File: src/rtl/rb_pkg.sv
// Package: shared widths, mode codes and word layout for the result buffer.
// Assumes a 3-bit channel tag, so at most three pairs (six channels).
package rb_pkg;
    localparam int DATA_W = 12;
    localparam int CH_W   = 3;
    localparam int PAIR_W = CH_W - 1;
    localparam int WORD_W = CH_W + 1 + DATA_W;

    localparam logic [CH_W-1:0] MODE_CYCLE = 3'd6;
    localparam logic [CH_W-1:0] MODE_QUEUE = 3'd7;

    // Host-visible output word
    typedef struct packed {
        logic [CH_W-1:0]   ch;
        logic              vld;
        logic [DATA_W-1:0] data;
    } rb_word_t;

    // Queue entry: channel tag and sample
    typedef struct packed {
        logic [CH_W-1:0]   ch;
        logic [DATA_W-1:0] data;
    } rb_entry_t;
endpackage

File: src/rtl/rb_regfile.sv
// Channel register file: one sample and one valid flag per channel.
// A latch event writes both channels of a pair. A read-clear drops one
// valid flag. A write takes priority over a clear in the same cycle.
// Assumes NUM_PAIRS <= 3.
module rb_regfile
    import rb_pkg::*;
#(
    parameter int NUM_PAIRS = 3
) (
    input  logic              clk,
    input  logic              rst_n,
    input  logic              wr_en,
    input  logic [PAIR_W-1:0] wr_pair,
    input  logic [DATA_W-1:0] wr_d0,
    input  logic [DATA_W-1:0] wr_d1,
    input  logic              rd_clr,
    input  logic [CH_W-1:0]   rd_idx,
    output logic [DATA_W-1:0] rd_data,
    output logic              rd_vld
);
    localparam int NUM_CH = 2 * NUM_PAIRS;

    logic [DATA_W-1:0] mem [NUM_CH];
    logic [NUM_CH-1:0] vld;

    for (genvar g = 0; g < NUM_CH; g++) begin : g_ch
        localparam logic [PAIR_W-1:0] MY_PAIR = PAIR_W'(g / 2);
        localparam logic [CH_W-1:0]   MY_CH   = CH_W'(g);
        logic hit_wr;
        assign hit_wr = wr_en && (wr_pair == MY_PAIR);

        // Store a sample on a latch event; clear the flag when it is read.
        always_ff @(posedge clk) begin
            if (!rst_n) begin
                mem[g] <= '0;
                vld[g] <= 1'b0;
            end else if (hit_wr) begin
                mem[g] <= (g % 2 == 1) ? wr_d1 : wr_d0;
                vld[g] <= 1'b1;
            end else if (rd_clr && rd_idx == MY_CH) begin
                vld[g] <= 1'b0;
            end
        end
    end

    // Read mux: the selected channel, or empty for an index out of range.
    always_comb begin
        rd_data = '0;
        rd_vld  = 1'b0;
        for (int i = 0; i < NUM_CH; i++) begin
            if (rd_idx == CH_W'(i)) begin
                rd_data = mem[i];
                rd_vld  = vld[i];
            end
        end
    end

    p_write_sets_valid_r3: assert property (@(posedge clk) disable iff (!rst_n)
        (wr_en && wr_pair < PAIR_W'(NUM_PAIRS)) |=>
            (vld[{$past(wr_pair), 1'b0}] && vld[{$past(wr_pair), 1'b1}]));

    p_read_clears_r4: assert property (@(posedge clk) disable iff (!rst_n)
        (rd_clr && rd_idx < CH_W'(NUM_CH) && !(wr_en && wr_pair == rd_idx[CH_W-1:1]))
            |=> !vld[$past(rd_idx)]);
endmodule

File: src/rtl/rb_pair_fifo.sv
// Arrival-order queue of 2*NUM_PAIRS tagged samples. A push stores a whole
// pair (even channel first) and needs two free slots. A pop removes one
// entry. A push that lacks room is dropped and sets a sticky overflow flag.
module rb_pair_fifo
    import rb_pkg::*;
#(
    parameter int NUM_PAIRS = 3
) (
    input  logic              clk,
    input  logic              rst_n,
    input  logic              push,
    input  logic [PAIR_W-1:0] push_pair,
    input  logic [DATA_W-1:0] push_d0,
    input  logic [DATA_W-1:0] push_d1,
    input  logic              pop,
    output rb_entry_t         head,
    output logic              empty,
    output logic              overflow
);
    localparam int DEPTH = 2 * NUM_PAIRS;
    localparam int PTR_W = (DEPTH > 1) ? $clog2(DEPTH) : 1;
    localparam int CNT_W = $clog2(DEPTH + 1);

    rb_entry_t        mem [DEPTH];
    logic [PTR_W-1:0] rptr, wptr;
    logic [CNT_W-1:0] count;
    logic             room, accept, do_pop;

    function automatic logic [PTR_W-1:0] nxt(input logic [PTR_W-1:0] p);
        return (p == PTR_W'(DEPTH - 1)) ? '0 : p + PTR_W'(1);
    endfunction

    assign empty  = (count == '0);
    assign room   = (count <= CNT_W'(DEPTH - 2));
    assign accept = push && room && (push_pair < PAIR_W'(NUM_PAIRS));
    assign do_pop = pop && !empty;
    assign head   = mem[rptr];

    // Write both samples of an accepted pair into consecutive slots.
    always_ff @(posedge clk) begin
        if (!rst_n) begin
            for (int i = 0; i < DEPTH; i++) mem[i] <= '0;
        end else if (accept) begin
            mem[wptr]      <= '{ch: {push_pair, 1'b0}, data: push_d0};
            mem[nxt(wptr)] <= '{ch: {push_pair, 1'b1}, data: push_d1};
        end
    end

    // Move the pointers and the occupancy count; latch overflow.
    always_ff @(posedge clk) begin
        if (!rst_n) begin
            rptr     <= '0;
            wptr     <= '0;
            count    <= '0;
            overflow <= 1'b0;
        end else begin
            if (accept) wptr <= nxt(nxt(wptr));
            if (do_pop) rptr <= nxt(rptr);
            count <= count + (accept ? CNT_W'(2) : CNT_W'(0))
                           - (do_pop ? CNT_W'(1) : CNT_W'(0));
            if (push && !room) overflow <= 1'b1;
        end
    end

    p_count_bound_r8: assert property (@(posedge clk) disable iff (!rst_n)
        count <= CNT_W'(DEPTH));

    p_overflow_sticky_r9: assert property (@(posedge clk) disable iff (!rst_n)
        overflow |=> overflow);

    p_drop_keeps_count_r9: assert property (@(posedge clk) disable iff (!rst_n)
        (push && !room && !pop) |=> (count == $past(count)));
endmodule

File: src/rtl/rb_cycle_ptr.sv
// Round-robin channel pointer: steps by one on each advance and wraps
// from the last channel to channel 0.
module rb_cycle_ptr
    import rb_pkg::*;
#(
    parameter int NUM_CH = 6
) (
    input  logic            clk,
    input  logic            rst_n,
    input  logic            adv,
    output logic [CH_W-1:0] ptr
);
    // Step the pointer on each round-robin read.
    always_ff @(posedge clk) begin
        if (!rst_n)      ptr <= '0;
        else if (adv)    ptr <= (ptr == CH_W'(NUM_CH - 1)) ? '0 : ptr + CH_W'(1);
    end

    p_ptr_range_r6: assert property (@(posedge clk) disable iff (!rst_n)
        ptr < CH_W'(NUM_CH));

    p_ptr_wrap_r6: assert property (@(posedge clk) disable iff (!rst_n)
        (adv && ptr == CH_W'(NUM_CH - 1)) |=> (ptr == '0));
endmodule

File: src/rtl/rb_result_buffer.sv
// Top of the result buffer. Decodes the read mode and steers one read to
// the register file, the round-robin pointer or the queue. Registers the
// chosen 16-bit word and holds it until the next read. Assumes NUM_PAIRS <= 3
// so that codes 6 and 7 never name a channel.
module rb_result_buffer
    import rb_pkg::*;
#(
    parameter int NUM_PAIRS = 3
) (
    input  logic              clk,
    input  logic              rst_n,
    input  logic              wr_en,
    input  logic [PAIR_W-1:0] wr_pair,
    input  logic [DATA_W-1:0] wr_d0,
    input  logic [DATA_W-1:0] wr_d1,
    input  logic              rd_en,
    input  logic [CH_W-1:0]   rd_mode,
    output logic [WORD_W-1:0] rd_word,
    output logic              overflow
);
    localparam int NUM_CH = 2 * NUM_PAIRS;

    logic              is_queue, is_cycle;
    logic [CH_W-1:0]   ch_sel, ptr;
    logic [DATA_W-1:0] rf_data;
    logic              rf_vld, q_empty;
    rb_entry_t         q_head;
    rb_word_t          next_word;

    assign is_queue = (rd_mode == MODE_QUEUE);
    assign is_cycle = (rd_mode == MODE_CYCLE);
    assign ch_sel   = is_cycle ? ptr : rd_mode;

    rb_regfile #(.NUM_PAIRS(NUM_PAIRS)) u_regs (
        .clk(clk), .rst_n(rst_n),
        .wr_en(wr_en), .wr_pair(wr_pair), .wr_d0(wr_d0), .wr_d1(wr_d1),
        .rd_clr(rd_en && !is_queue), .rd_idx(ch_sel),
        .rd_data(rf_data), .rd_vld(rf_vld)
    );

    rb_pair_fifo #(.NUM_PAIRS(NUM_PAIRS)) u_queue (
        .clk(clk), .rst_n(rst_n),
        .push(wr_en), .push_pair(wr_pair), .push_d0(wr_d0), .push_d1(wr_d1),
        .pop(rd_en && is_queue),
        .head(q_head), .empty(q_empty), .overflow(overflow)
    );

    rb_cycle_ptr #(.NUM_CH(NUM_CH)) u_ptr (
        .clk(clk), .rst_n(rst_n),
        .adv(rd_en && is_cycle), .ptr(ptr)
    );

    // Form the word the current read would return.
    always_comb begin
        if (is_queue) begin
            next_word = q_empty ? '0 : '{ch: q_head.ch, vld: 1'b1, data: q_head.data};
        end else begin
            next_word = '{ch: ch_sel, vld: rf_vld, data: rf_vld ? rf_data : '0};
        end
    end

    // Capture the word on a read; hold it otherwise.
    always_ff @(posedge clk) begin
        if (!rst_n)     rd_word <= '0;
        else if (rd_en) rd_word <= next_word;
    end

    p_hold_r2: assert property (@(posedge clk) disable iff (!rst_n)
        !rd_en |=> $stable(rd_word));

    p_empty_queue_zero_r10: assert property (@(posedge clk) disable iff (!rst_n)
        (rd_en && is_queue && q_empty) |=> (rd_word == '0));

    p_direct_tag_r4: assert property (@(posedge clk) disable iff (!rst_n)
        (rd_en && rd_mode < MODE_CYCLE) |=> (rd_word[WORD_W-1 -: CH_W] == $past(rd_mode)));
endmodule

File: config.mk
export PLATFORM = sky130hd
export DESIGN_NAME = rb_result_buffer
export DESIGN_NICKNAME = d
export VERILOG_FILES = /design/src/rtl/rb_pkg.sv /design/src/rtl/rb_regfile.sv /design/src/rtl/rb_pair_fifo.sv /design/src/rtl/rb_cycle_ptr.sv /design/src/rtl/rb_result_buffer.sv
export SDC_FILE = /design/constraint.sdc
export NUM_CORES = 1
export LEC_CHECK = 0
export ABC_AREA = 1
export BUFFER_PORTS_ARGS = -buffer_cell sky130_fd_sc_hd__buf_2
export CAP_MARGIN = 30
export CORE_MARGIN = 2
export CORE_UTILIZATION = 52
export DETAILED_ROUTE_END_ITERATION = 12
export PLACE_DENSITY = 0.69
export SYNTH_ARGS = -nofsm -noshare
export SYNTH_HDL_FRONTEND = slang
export SYNTH_SLANG_ARGS = --single-unit
File: constraint.sdc
create_clock -name clk -period 4.1 [get_ports clk]
set_input_delay 0.41 -clock clk [delete_from_list [all_inputs] [get_ports clk]]
set_output_delay 0.41 -clock clk [all_outputs]
set_load 0.005 [all_outputs]
==> results.py <==
metrics = {
    "global_routing": {
        "grt_max_degree": 61,
        "grt_pass1_vias": 7774,
        "grt_remaining_overflow": 0,
        "antenna_found_initial": 0,
        "grt_pass1_wl_um": 44100,
        "grt_usage_pct": 26.1,
    },
    "floorplanning": {
        "dieArea_um2": 21500,
        "die_w_um": 147,
        "row_count": 52,
        "fp.coreArea_um2": 20100,
        "start_util_pct": 52.6,
        "boundaryPins": 50,
        "die_y_um": 147,
    },
    "power_and_ir_drop": {
        "peakVddDrop_v": 0.000358,
        "total_power_w": 0.00533,
        "power_leakage_nw": 4.53,
        "pwr_density_cell_nw_per_um2": 453,
    },
    "yosys": {
        "synth_area_leaders": "edfxtp_1 (52%), dfxtp_1 (8.7%), nor2_1 (6.5%)",
        "ys.flop_type": "edfxtp_1",
        "synthCells": 1048,
        "yosys.area.top_type": "edfxtp_1",
        "synth_edf_count": 184,
        "yosysUniqueCellTypes": 41,
        "synth_top_area_share_pct": 52.2,
        "synth.avg_cell_area_um2": 10.1,
        "async_flop_share_pct": 0,
        "synthesis.nets": 1084,
        "ys_seq_area_share_pct": 60.9,
        "yosys_warnings": 0,
        "synth-seq-cells": 230,
        "synth.cell_area_um2": 10600,
    },
    "clocking": {
        "ctsHoldBuffers": 0,
        "postCtsSetupRepairBufs": 0,
        "root_buffer": "clkbuf_16",
        "htree_levels": 1,
        "cts_buffer_depth": 3,
        "cts_tree": "built",
        "clock_latency_ns": 0.51,
        "clk_pin_slew_ns": 0.06,
        "clock_sinks": 230,
        "cts_buffers": 25,
        "ctsResizeCount": 0,
    },
    "sta": {
        "fin_crit_ns": 2.87,
        "worst_slew_pin_slew_ns": 1.06,
        "setup_viol": 0,
        "max_clock_freq_mhz": 348,
        "fin_crit_sh_pct": 70.0,
        "slew_headroom_pct": 29.5,
        "final_hold_viol_count": 0,
        "fin_skew_ns": 0.0107,
        "final.setup.tns_ns": 0,
        "rsz0062_at_grt": "false",
        "maxSlewViolCount": 0,
    },
    "critical_path": {
        "crit_top_cell": "nor2_1",
        "r2r_slack_ns": 1.23,
        "path_buf_inv": 1,
        "slowest_delay_ns": 0.74,
        "worst-path-max-fanout": 17,
        "critPathTopFamily": "simple AND/OR/NAND/NOR gates",
        "reg2reg_depth": 8,
        "critical_path_class": "register to register",
        "critPathSlowestCell": "nand3_1",
        "critPathLaunchType": "register",
        "crit_arrival_ns": 2.91,
        "worstPathRequired_ns": 4.13,
        "r2r_start": "u_queue.count[1]",
        "endpoint_kind": "register",
        "cp_cell_sequence": "inv_1, a21oi_1, nor2_2, nand2_2, nor2_1, nor2_1, nand2_1, nand3_1",
        "r2r-end": "u_queue.mem[4][0]",
    },
    "detailed_routing": {
        "first_iter_violations": 832,
        "drc": 0,
        "wl_per_cell_um": 20.6,
        "drt-total-wl_um": 28000,
        "antenna_left": 0,
        "drtPass1Iterations": 6,
        "vias": 8239,
        "via_per_inst": 6.05,
    },
    "hold_path": {
        "hold_class": "input port to register",
        "holdPathEnd": "u_queue.overflow",
        "min_from": "wr_en",
        "hold_path_depth": 3,
    },
    "placement": {
        "io_buffers": 49,
        "dp.cells": 1316,
        "hpwlAfterDp_um": 17600,
        "place_congestion": 0.882,
    },
    "cells_and_area": {
        "nFillCells": 1697,
        "nNetsFinal": 1109,
        "final_cell_mix": "edfxtp_1 (184), nor2_1 (182), o21ai_0 (95)",
        "drive_gt1_share_pct": 14.4,
        "final_common_cell": "edfxtp_1",
        "multi_input_comb_area_um2": 3400,
        "fin_util_pct": 58.5,
        "seq_area_um2": 6450,
        "area_growth_pct": 11.1,
        "final_cells": 1361,
        "antenna_cells": 0,
    },
    "outcome": {
        "status": "completed",
    },
    "run": {
        "maxCapViolCount": 0,
    },
}
==> worst max-delay path by stage <==
stage	startpoint	endpoint	slack [ns]	cells after the start
global route	u_queue.count[1]	u_queue.mem[4][5]	0.89	8
finish	u_queue.count[1]	u_queue.mem[4][0]	1.23	8
global placement	wr_pair[1]	u_queue.mem[4][8]	0.93	9
CTS	u_queue.count[1]	u_queue.mem[4][0]	1.25	8
floorplan	wr_pair[1]	u_regs.mem[2][0]	1.27	3
detailed placement	wr_pair[1]	u_queue.mem[4][7]	0.80	9
==> worst min-delay path: cells and delay by family <==
family	cells	cell delay (ns)
compound gates	1	0.05
buf+inv	1	0.14
simple gates	1	0.08
==> kinds of logic (layout without fill, tap and decap cells) <==
group                    count (synthesis)  after routing  synth area share, %
AO/OA/AOI/OAI                          279            279                 15.9
XOR/XNOR                                 1              1               0.0828
adder cells (fa/ha/maj)                  3              3                0.355
buffers and inverters                  175            218                 6.99
flip-flops                             230            230                 60.9
AND/OR/NAND/NOR                        360            360                 15.8
==> layout make-up <==
type	instances	share of cell area (%)
Clock buffer	27	5.38
Tap cell	270	2.87
Clock inverter	18	1.15
Inverter	105	3.37
Multi-Input combinational cell	643	28.9
Sequential cell	230	54.8
Timing Repair Buffer	68	3.47
==> power breakdown <==
part	switching (W)	leakage [nW]	internal [W]	total, W
Clock	0.000891	0.382	0.00124	0.00213
Sequential	0.0000457	2.28	0.00267	0.00272
Combinational	0.000350	1.87	0.000130	0.000480
==> stage by stage <==
step                      setup slack [ns]  hold WS (ns)  instance area (um2)
after floorplan                       1.27         0.414                10600
after global placement               0.930         0.424                11000
after detailed placement             0.803         0.431                11000
after CTS                             1.25         0.207                11800
after global routing                 0.892         0.223                11800
final                                 1.23         0.221                11800
==> cell usage after synthesis, types with 3 or more instances <==
cell,number
o221ai_1,18
a21oi_1,37
o21ai_0,97
buf_6,4
a21oi_2,9
nand4_1,20
nand2_2,8
o211ai_1,15
o22ai_1,94
nand3_1,36
or2_1,5
nor2_1,182
clkbuf_1,40
inv_1,85
nand3_2,13
nand2_1,77
buf_1,4
or2_0,4
dfxtp_1,46
buf_2,16
edfxtp_1,184
a31oi_1,3
nor2_4,4
inv_2,6
ha_1,3
o21ai_1,3
clkinv_1,13
buf_4,5
==> metal layers <==
metal / share of wire, % / GRT usage, %
met1: 41 / 37.4
met2: 47 / 41.6
met3: 8.5 / 3.22
met4: 2.9 / 8.79
met5: 0 / 0
==> state kept, by name (all words and copies together) (netlist names), named ones only <==
| name | flops |
|---|---|
| u_regs.vld | 6 |
| u_ptr.ptr | 3 |
| rd_word | 16 |
| u_regs.mem | 72 |
| u_queue.overflow | 1 |
| u_queue.mem | 120 |
| u_queue.rptr | 3 |
| u_queue.wptr | 3 |
| u_queue.count | 3 |
Note: power is estimated with default switching activity, not from simulation.
